File: src/rtl/rcs_pkg.sv
package rcs_pkg;

    localparam int DATA_BITS   = 7;
    localparam int DIGITS      = 13;
    localparam int DIGIT_W     = 4;
    localparam int BCD_W       = DIGITS * DIGIT_W;
    localparam int REPLY_CHARS = DIGITS + 3;
    localparam int IDX_W       = $clog2(REPLY_CHARS + 1);
    localparam logic [DATA_BITS-1:0] CR_CODE = 7'h0D;

    typedef enum logic [2:0] {
        S_IDLE,
        S_ECHO,
        S_WAIT,
        S_WAIT_ECHO,
        S_REPLY
    } ctl_state_t;

    typedef struct packed {
        logic [BCD_W-1:0] bcd;
        logic             bst;
        logic             change;
        logic             low_batt;
        logic             last_fail;
        logic             ok_today;
        logic             valid;
    } clk_rec_t;

    // Character number idx of the reply, built from one stored record.
    function automatic logic [DATA_BITS-1:0] reply_char(input clk_rec_t r,
                                                        input logic [IDX_W-1:0] idx);
        logic [DATA_BITS-1:0] c;
        if (idx < IDX_W'(DIGITS))
            c = 7'h30 + {3'b000, r.bcd[(DIGITS - 1 - int'(idx)) * DIGIT_W +: DIGIT_W]};
        else if (idx == IDX_W'(DIGITS))
            c = {4'b0110, ~r.bst, r.bst, r.change};
        else if (idx == IDX_W'(DIGITS + 1))
            c = {3'b011, r.low_batt, r.last_fail, r.ok_today, r.valid};
        else
            c = CR_CODE;
        return c;
    endfunction

endpackage

File: src/rtl/rcs_uart_rx.sv
module rcs_uart_rx #(
    parameter int CLKS_PER_BIT = 166667
) (
    input  logic       clk,
    input  logic       rst_n,
    input  logic       rx_i,
    output logic       valid_o,
    output logic [6:0] data_o
);
    localparam int CNT_W = $clog2(CLKS_PER_BIT);
    localparam int HALF  = CLKS_PER_BIT / 2;

    logic             s1, s2;
    logic             busy;
    logic [CNT_W-1:0] cnt;
    logic [3:0]       pos;
    logic [6:0]       sh;

    always_ff @(posedge clk) begin
        if (!rst_n) begin
            s1      <= 1'b1;
            s2      <= 1'b1;
            busy    <= 1'b0;
            cnt     <= '0;
            pos     <= '0;
            sh      <= '0;
            valid_o <= 1'b0;
        end else begin
            s1      <= rx_i;
            s2      <= s1;
            valid_o <= 1'b0;
            if (!busy) begin
                if (!s2) begin
                    busy <= 1'b1;
                    cnt  <= CNT_W'(HALF - 1);
                    pos  <= '0;
                end
            end else if (cnt != '0) begin
                cnt <= cnt - 1'b1;
            end else begin
                cnt <= CNT_W'(CLKS_PER_BIT - 1);
                pos <= pos + 1'b1;
                if (pos == 4'd0) begin
                    if (s2) busy <= 1'b0;      // glitch, not a start bit
                end else if (pos <= 4'd7) begin
                    sh <= {s2, sh[6:1]};
                end else if (pos == 4'd9) begin
                    busy    <= 1'b0;
                    valid_o <= s2;             // first stop bit must be high
                end
            end
        end
    end

    assign data_o = sh;

endmodule

File: src/rtl/rcs_uart_tx.sv
module rcs_uart_tx #(
    parameter int CLKS_PER_BIT = 166667
) (
    input  logic       clk,
    input  logic       rst_n,
    input  logic       start_i,
    input  logic [6:0] data_i,
    output logic       tx_o,
    output logic       busy_o
);
    localparam int CNT_W = $clog2(CLKS_PER_BIT);

    logic [CNT_W-1:0] cnt;
    logic [3:0]       left;
    logic [9:0]       sh;

    always_ff @(posedge clk) begin
        if (!rst_n) begin
            tx_o   <= 1'b1;
            busy_o <= 1'b0;
            cnt    <= '0;
            left   <= '0;
            sh     <= '1;
        end else if (!busy_o) begin
            if (start_i) begin
                tx_o   <= 1'b0;
                sh     <= {2'b11, ^data_i, data_i};
                left   <= 4'd10;
                cnt    <= CNT_W'(CLKS_PER_BIT - 1);
                busy_o <= 1'b1;
            end
        end else if (cnt != '0) begin
            cnt <= cnt - 1'b1;
        end else if (left == 4'd0) begin
            busy_o <= 1'b0;
        end else begin
            tx_o <= sh[0];
            sh   <= {1'b1, sh[9:1]};
            left <= left - 1'b1;
            cnt  <= CNT_W'(CLKS_PER_BIT - 1);
        end
    end

endmodule

File: src/rtl/radio_clock_responder.sv
module radio_clock_responder
    import rcs_pkg::*;
#(
    parameter int CLKS_PER_BIT = 166667
) (
    input  logic        clk,
    input  logic        rst_n,
    input  logic        rx_i,
    output logic        tx_o,
    input  logic        tick_i,
    input  logic        load_i,
    input  logic [51:0] time_bcd_i,
    input  logic        bst_i,
    input  logic        zone_change_i,
    input  logic        low_batt_i,
    input  logic        last_fail_i,
    input  logic        rx_ok_today_i,
    input  logic        time_valid_i
);
    ctl_state_t           state, nxt;
    clk_rec_t             live, snap;
    logic [IDX_W-1:0]     reply_idx;
    logic                 cmd_seen;
    logic                 echo_pend;
    logic [DATA_BITS-1:0] echo_char;

    logic                 rx_valid;
    logic [DATA_BITS-1:0] rx_data;
    logic                 tx_busy;
    logic                 tx_start;
    logic [DATA_BITS-1:0] tx_data;
    logic                 take_snap, idx_inc, echo_take;
    logic                 query_hit;

    rcs_uart_rx #(.CLKS_PER_BIT(CLKS_PER_BIT)) u_rx (
        .clk(clk), .rst_n(rst_n), .rx_i(rx_i),
        .valid_o(rx_valid), .data_o(rx_data)
    );

    rcs_uart_tx #(.CLKS_PER_BIT(CLKS_PER_BIT)) u_tx (
        .clk(clk), .rst_n(rst_n), .start_i(tx_start), .data_i(tx_data),
        .tx_o(tx_o), .busy_o(tx_busy)
    );

    assign query_hit = rx_valid && (rx_data == CR_CODE) && cmd_seen;

    // State register
    always_ff @(posedge clk) begin
        if (!rst_n) state <= S_IDLE;
        else        state <= nxt;
    end

    // Next state and control outputs
    always_comb begin
        nxt       = state;
        tx_start  = 1'b0;
        tx_data   = echo_char;
        take_snap = 1'b0;
        idx_inc   = 1'b0;
        echo_take = 1'b0;
        unique case (state)
            S_IDLE: begin
                if (query_hit) begin
                    nxt = S_WAIT;
                end else if (echo_pend) begin
                    tx_start  = 1'b1;
                    echo_take = 1'b1;
                    nxt       = S_ECHO;
                end
            end
            S_ECHO: begin
                if (query_hit)     nxt = tx_busy ? S_WAIT_ECHO : S_WAIT;
                else if (!tx_busy) nxt = S_IDLE;
            end
            S_WAIT: begin
                if (tick_i) begin
                    tx_start  = 1'b1;
                    tx_data   = reply_char(live, '0);
                    take_snap = 1'b1;
                    nxt       = S_REPLY;
                end else if (echo_pend) begin
                    tx_start  = 1'b1;
                    echo_take = 1'b1;
                    nxt       = S_WAIT_ECHO;
                end
            end
            S_WAIT_ECHO: begin
                if (!tx_busy) nxt = S_WAIT;
            end
            S_REPLY: begin
                if (!tx_busy) begin
                    if (reply_idx == IDX_W'(REPLY_CHARS)) begin
                        nxt = S_IDLE;
                    end else begin
                        tx_start = 1'b1;
                        tx_data  = reply_char(snap, reply_idx);
                        idx_inc  = 1'b1;
                    end
                end
            end
            default: nxt = S_IDLE;
        endcase
    end

    // Datapath registers
    always_ff @(posedge clk) begin
        if (!rst_n) begin
            live      <= '0;
            snap      <= '0;
            reply_idx <= '0;
            cmd_seen  <= 1'b0;
            echo_pend <= 1'b0;
            echo_char <= '0;
        end else begin
            if (load_i)
                live <= '{bcd: time_bcd_i, bst: bst_i, change: zone_change_i,
                          low_batt: low_batt_i, last_fail: last_fail_i,
                          ok_today: rx_ok_today_i, valid: time_valid_i};
            if (take_snap) begin
                snap      <= live;
                reply_idx <= IDX_W'(1);
            end else if (idx_inc) begin
                reply_idx <= reply_idx + 1'b1;
            end
            if (rx_valid) begin
                cmd_seen  <= (rx_data[3:0] == 4'hF);
                echo_char <= rx_data;
                echo_pend <= 1'b1;
            end else if (echo_take) begin
                echo_pend <= 1'b0;
            end
        end
    end

endmodule

File: config.mk
export PLATFORM = sky130hd
export DESIGN_NAME = radio_clock_responder
export DESIGN_NICKNAME = d
export VERILOG_FILES = /design/src/rtl/rcs_pkg.sv /design/src/rtl/rcs_uart_rx.sv /design/src/rtl/rcs_uart_tx.sv /design/src/rtl/radio_clock_responder.sv
export SDC_FILE = /design/constraint.sdc
export NUM_CORES = 1
export LEC_CHECK = 0
export ABC_CLOCK_PERIOD_IN_PS = 3900
export CAP_MARGIN = 30
export CORE_ASPECT_RATIO = 1.75
export CORE_UTILIZATION = 55
export CTS_BUF_LIST = sky130_fd_sc_hd__clkbuf_8 sky130_fd_sc_hd__clkbuf_16
export CTS_CLUSTER_DIAMETER = 50
export DETAILED_ROUTE_END_ITERATION = 6
export GPL_TIMING_DRIVEN = 0
export PLACE_DENSITY = 0.76
export SYNTH_ARGS = -nofsm -noshare
export SYNTH_HDL_FRONTEND = slang
export SYNTH_SLANG_ARGS = --single-unit
File: constraint.sdc
create_clock -name clk -period 3.9 [get_ports clk]
set_input_delay 0.78 -clock clk [delete_from_list [all_inputs] [get_ports clk]]
set_output_delay 0.78 -clock clk [all_outputs]
set_load 0.01 [all_outputs]
==> results of run 1 <==
cells by family after synthesis:
kind of cell	after synthesis	share of synthesized area [%]
adders and majority gates	10	1.43
DFF	198	45.2
muxes	81	10.4
and+or+nand+nor	446	22.8
AOI/OAI and AO/OA	202	14.4
xor gates and xnor gates	13	1.67
buffers and inverters	84	4.15
metrics by stage:
stage,power (W),util [%],setup slack [ps]
final,0.00420,66.0,343
after CTS,0.00422,66.0,369
after global routing,0.00434,66.0,179
after global placement,0.00249,62.2,422
after floorplan,0.00236,-,1010
after detailed placement,0.00250,62.2,396
path summary, 6_finish.rpt:
| path | start | endpoint | slack [ps] | depth (start not counted) |
|---|---|---|---|---|
| worst max register to register | reply_idx[0]$_SDFFE_PN0P_ | u_tx.sh[7]$_SDFFE_PN1P_ | 340 | 11 |
| worst max-delay path | reply_idx[0]$_SDFFE_PN0P_ | u_tx.sh[7]$_SDFFE_PN1P_ | 340 | 11 |
| worst min-delay path | u_rx.s1$_SDFF_PN1_ | u_rx.s2$_SDFF_PN1_ | 420 | 1 |
| worst min register to register | u_rx.s1$_SDFF_PN1_ | u_rx.s2$_SDFF_PN1_ | 420 | 1 |
synth_stat cells, types with 12 or more instances:
cell type and instances:
a21oi_1 102, o21ai_0 31, nand3_1 20, clkbuf_1 39
nor3_1 24, nand2_1 187, nor2_1 136, buf_2 12
inv_1 17, dfxtp_1 198, mux2i_1 73
layout make-up:
class | instances | share of cell area, %
plain buffers | 67 | 2.94
clock buffers | 18 | 4.30
clock inverters | 14 | 1.45
inverters | 17 | 0.625
multi-input cells | 752 | 43.5
flip-flops and latches | 198 | 38.8
well taps | 186 | 2.28
repair buffers | 62 | 6.08
state kept, by name, summed over array words and instances, names as in the netlist:
register	flops
cmd_seen	1
echo_char	7
echo_pend	1
live	58
reply_idx	5
snap	58
state	3
u_rx.busy	1
u_rx.cnt	18
u_rx.data_o	7
u_rx.pos	4
u_rx.s1	1
u_rx.s2	1
u_rx.valid_o	1
u_tx.busy_o	1
u_tx.cnt	18
u_tx.left	4
u_tx.sh	8
u_tx.tx_o	1
power breakdown:
part,internal (W),total [W],switching (W)
registers,0.00207,0.00211,0.0000377
logic,0.000151,0.000343,0.000192
clock network,0.000878,0.00175,0.000874
total,0.00310,0.00420,0.00110
worst max-delay path, delay by kind of cell, from the launching register on:
kind,cells,cell delay [ps]
buffers and inverters,4,950
AO/OA/AOI/OAI,4,830
adder cells (fa/ha/maj),1,470
XOR/XNOR,1,440
flip-flops,1,380
multiplexers,1,360
routing by layer:
layer / track usage (%) / share of wire, % / up-vias
li1: - / - / 3743
met1: 28.8 / 39 / 3550
met2: 51.5 / 53 / 190
met3: 3.26 / 2.9 / 60
met4: 15.3 / 4.8 / 0
met5: 0 / 0 / -
placed cells by master, fill, tap and decap left out, drive strengths merged, types with 5 or more instances in the layout:
cell / Yosys / final
dfxtp: 198 / 198
nand2: 188 / 188
nor2: 138 / 138
a21oi: 105 / 105
mux2i: 73 / 73
clkdlybuf4s50: 0 / 62
clkbuf: 39 / 57
o21ai: 36 / 36
buf: 28 / 28
inv: 17 / 27
nor3: 25 / 25
nand3: 22 / 22
a31oi: 12 / 12
or3: 11 / 11
nand2b: 11 / 11
ha: 10 / 10
nand4: 9 / 9
a211oi: 9 / 9
mux4: 8 / 8
xnor2: 6 / 6
and3: 6 / 6
xor2: 6 / 6
nor4: 5 / 5
a311oi: 5 / 5
and2: 5 / 5
or4: 5 / 5
==> flow_metrics.py, run 1 <==
metrics = {
    "run_status": {
        "status": "completed",
    },
    "timing": {
        "slew_headroom_pct": 38.7,
        "tightestPinTransition_ps": 919,
        "fin_crit_ps": 3560,
        "setup_violations": 0,
        "finClkSkew_ps": 12.0,
        "grt_setup_unrepaired": "no",
        "whs_ps": 422,
        "finalSetupTns_ps": 0,
        "finalCritPeriodShare_pct": 91.2,
        "final_hold_viol_count": 0,
        "max_freq_ghz": 0.281,
        "slew_violations": 0,
    },
    "global_route": {
        "grt_util_all_layers_pct": 27.3,
        "grt_pass1_wl_um": 35800,
        "grt_pass1_vias": 7513,
        "antenna_found_initial": 0,
        "grt_max_degree": 21,
        "grt.overflow.total": 0,
    },
    "worst_setup_path": {
        "crit_path_max_incr_delay_ps": 470,
        "worstSetupEndpointType": "flip-flop",
        "critical_path_class": "flip-flop to flip-flop",
        "crit_slowest_cell": "ha_1",
        "start_kind": "flip-flop",
        "critPathRequiredTime_ps": 4220,
        "cp_cell_sequence": "buf_6, buf_2, inv_1, ha_1, buf_2, mux4_2, a211oi_1, a211oi_1, a211oi_2, xnor3_1, o32a_1",
        "arrival_ps": 3880,
        "crit_path_max_fanout": 10,
    },
    "detailed_routing": {
        "viasPerCell": 5.74,
        "drtIter0Drc": 339,
        "vias": 7543,
        "drc": 0,
        "wl_per_cell_um": 16.6,
        "first_pass_iters": 5,
        "ant_nets": 0,
        "wl_um": 21800,
    },
    "yosys": {
        "synth_fp_nets": 1107,
        "synth_edf_count": 0,
        "yosysWarnings": 0,
        "synth_top_area_share_pct": 45.2,
        "syn_avg_cell_area_um2": 8.48,
        "synthTopCellsByArea": "dfxtp_1 45%, mux2i_1 8.3%, nand2_1 8.0%, a21oi_1 5.8%, nor2_1 5.8%",
        "ys_types": 76,
        "ys_async_sr_fraction_pct": 0,
        "ys_seq_elements": 198,
        "synthesis.area_mm2": 0.00877,
        "yosysTopAreaCell": "dfxtp_1",
        "seq_area_frac_synth_pct": 45.2,
        "synthesis.instances": 1034,
        "synth_ff_type": "dfxtp_1",
    },
    "finish": {
        "nets": 1188,
        "syn2layout_area_growth_pct": 16.4,
        "multi_input_area_mm2": 0.00445,
        "design_area_mm2": 0.0102,
        "regArea_mm2": 0.00396,
        "fillers": 1322,
        "drive_gt1_share_pct": 7.45,
        "final_cells": 1314,
        "diodes": 0,
    },
    "flow_run": {
        "maxCapViolations": 0,
    },
    "die": {
        "die_area_mm2": 0.0165,
        "initial_utilization_pct": 56.7,
        "core-area_mm2": 0.0155,
        "top_level_ports": 64,
        "num_rows": 60,
        "die_y_um": 169,
        "fp.dieW_um": 97.5,
    },
    "clocking": {
        "cts_root_buf": "clkbuf_16",
        "clkLatencyLatePin_ps": 440,
        "cts_tree": "done",
        "htree_levels": 4,
        "clk_pin_slew_ps": 80,
        "cts.sinks": 198,
        "cts_made_buffers": 17,
        "cts_repair_resize_count": 0,
        "postCtsHoldBufs": 0,
        "cts_buffer_depth": 2,
        "post_cts_buffers": 0,
    },
    "placed_design": {
        "gp_congestion": 0.937,
        "dp.cells": 1282,
        "placed_area_mm2": 0.00963,
        "dp_hpwl_um": 15900,
        "port-buffer-count": 62,
    },
    "min_path": {
        "min_path_type": "flip-flop to flip-flop",
    },
    "power_and_ir_drop": {
        "power_density_mw_per_mm2": 412,
        "vdd_ir_drop_max_v": 0.000254,
        "leakage_nw": 3.88,
    },
}
Note: power is estimated with default switching activity, not from simulation.
==> run 2: changes to the inputs <==
PLACE_DENSITY = 0.75   (was 0.76)
SYNTH_HIERARCHICAL = 1   (was not set)
==> run 2 against run 1 <==
Net effect: sequential power is essentially flat; fmax shrank 2.6%; register-to-register slack lost 95 ps; global-route usage shrank 0.78 points; wire length grew 1.1%.
==> flow_metrics.py, run 2 <==
metrics = {
    "run_status": {
        "status": "completed",
    },
    "yosys": {
        "synth_edf_count": 0,
        "syn_avg_cell_area_um2": 9.20,
        "synthTopCellsByArea": "dfxtp_1 43%, mux2i_1 8.8%, nand2_1 6.4%, a21boi_0 4.9%, nor2b_1 4.5%",
        "ys_seq_elements": 198,
        "synthesis.area_mm2": 0.00928,
        "ys_types": 78,
        "synth_top_area_share_pct": 42.7,
        "synthesis.instances": 1008,
        "ys_async_sr_fraction_pct": 0,
        "synthTopCellsByCount": "198 x dfxtp_1, 159 x nand2_1, 82 x mux2i_1",
        "yosysMostFrequentCell": "dfxtp_1",
        "synth_fp_nets": 1081,
        "yosysWarnings": 6,
        "seq_area_frac_synth_pct": 42.7,
        "yosysTopAreaCell": "dfxtp_1",
        "synth_ff_type": "dfxtp_1",
    },
    "flow_run": {
        "maxCapViolations": 0,
    },
    "global_route": {
        "grt_util_all_layers_pct": 26.5,
        "antenna_found_initial": 0,
        "grt_max_degree": 24,
        "grt_pass1_wl_um": 36300,
        "grt_pass1_vias": 7514,
        "grt.overflow.total": 0,
    },
    "worst_setup_path": {
        "start_kind": "flip-flop",
        "critical_path_class": "flip-flop to flip-flop",
        "critPathRequiredTime_ps": 4220,
        "worstSetupEndpointType": "flip-flop",
        "arrival_ps": 3970,
        "crit_path_max_fanout": 10,
    },
    "power_and_ir_drop": {
        "vdd_ir_drop_max_v": 0.000273,
        "power_density_mw_per_mm2": 404,
        "total_power_w": 0.00437,
        "leakage_nw": 3.85,
    },
    "timing": {
        "finClkSkew_ps": 16.6,
        "slew_headroom_pct": 45.5,
        "slew_violations": 0,
        "grt_setup_unrepaired": "no",
        "setup_violations": 0,
        "tightestPinTransition_ps": 818,
        "finalSetupTns_ps": 0,
        "finalCritPeriodShare_pct": 93.6,
        "fin_crit_ps": 3650,
        "max_freq_ghz": 0.274,
        "final_hold_viol_count": 0,
    },
    "placed_design": {
        "port-buffer-count": 62,
        "dp.cells": 1294,
        "placed_area_mm2": 0.0102,
        "gp_congestion": 0.874,
        "dp_hpwl_um": 16500,
    },
    "clocking": {
        "clk_pin_slew_ps": 90,
        "cts_made_buffers": 17,
        "clkLatencyLatePin_ps": 440,
        "post_cts_buffers": 0,
        "postCtsHoldBufs": 0,
        "cts_root_buf": "clkbuf_16",
        "cts_repair_resize_count": 0,
        "htree_levels": 4,
        "cts_tree": "done",
        "cts.sinks": 198,
        "cts_buffer_depth": 2,
    },
    "detailed_routing": {
        "drc": 0,
        "vias": 7575,
        "viasPerCell": 5.71,
        "first_pass_iters": 5,
        "met2_length_um": 11700,
        "dr.max_layer_used": "met4",
        "wl_per_cell_um": 16.6,
        "met1_length_um": 8820,
        "route.met3.wl_um": 679,
        "wl_um": 22000,
        "drtIter0Drc": 276,
        "ant_nets": 0,
    },
    "finish": {
        "design_area_mm2": 0.0108,
        "syn2layout_area_growth_pct": 16.5,
        "fillers": 1419,
        "drive_gt1_share_pct": 7.71,
        "final_cells": 1326,
        "most-common-layout-cells": "198 x dfxtp_1, 159 x nand2_1, 82 x mux2i_1",
        "nets": 1162,
        "top_regs": "live x58, snap x58",
        "multi_input_area_mm2": 0.00491,
        "finalCoreUtilization_pct": 65.7,
        "diodes": 0,
        "regArea_mm2": 0.00396,
        "mostFrequentLayoutCell": "dfxtp_1",
    },
    "die": {
        "initial_utilization_pct": 56.4,
        "num_rows": 62,
        "fp.dieW_um": 100,
        "core-area_mm2": 0.0164,
        "die_y_um": 174,
        "top_level_ports": 64,
        "die_area_mm2": 0.0174,
    },
    "min_path": {
        "min_path_type": "flip-flop to flip-flop",
    },
}
## run 2: cells by family after synthesis
kind of cell / count (synthesis) / synth area share (%)
mux: 94 / 11.8
simple gates: 404 / 23.1
compound gates: 193 / 15.0
flops: 198 / 42.7
fa+ha+maj: 10 / 1.35
xor+xnor: 19 / 1.79
buf+inv: 90 / 4.32
## run 2: report_power, final
part,internal (W),leakage (nW),switching [W]
Combinational,0.000197,1.94,0.000231
Sequential,0.00207,1.61,0.0000476
Clock,0.000892,0.301,0.000925
Total,0.00316,3.85,0.00120
## run 2: critical path, cell delays in order, from the launching register on
cell and delay [ps]:
dfxtp_1 380, buf_4 230, buf_2 340, inv_1 140, ha_1 480, mux4_2 560, mux2i_1 240, o2bb2ai_1 100
or3_1 370, xnor2_1 160, xnor2_1 250, xnor2_1 90, o22ai_1 120, nand2_1 70
## run 2: layout make-up
| class | count | share of cell area, % |
|---|---|---|
| clock buffer | 17 | 3.94 |
| tap | 224 | 2.59 |
| inverter | 25 | 0.868 |
| clock inverter | 15 | 1.91 |
| multi-input combinational | 720 | 45.4 |
| sequential | 198 | 36.7 |
| buffer | 65 | 2.84 |
| timing repair buffer | 62 | 5.74 |
## run 2: routing by layer
metal / GRT usage (%) / vias to the layer above
li1: - / 3750
met1: 29.3 / 3599
met2: 48.4 / 175
met3: 3.51 / 51
met4: 13.3 / 0
met5: 0 / -
## run 2: final timing paths
kind / startpoint / to / slack, ps / depth (start not counted)
setup / recovery: reply_idx[0]$_SDFFE_PN0P_ / u_tx/sh[7]$_SDFFE_PN1P_ / 250 / 13
setup reg to reg: reply_idx[0]$_SDFFE_PN0P_ / u_tx/sh[7]$_SDFFE_PN1P_ / 250 / 13
hold / removal: u_rx/s1$_SDFF_PN1_ / u_rx/s2$_SDFF_PN1_ / 410 / 1
hold reg to reg: u_rx/s1$_SDFF_PN1_ / u_rx/s2$_SDFF_PN1_ / 410 / 1
## run 2: through the flow
| stage | hold WS, ps | worst slack (ps) |
|---|---|---|
| finish | 414 | 248 |
| global route | 446 | 36.2 |
| CTS | 415 | 253 |
| detailed placement | 398 | 18.9 |
| global placement | 391 | 28.4 |
| floorplan | 386 | 820 |
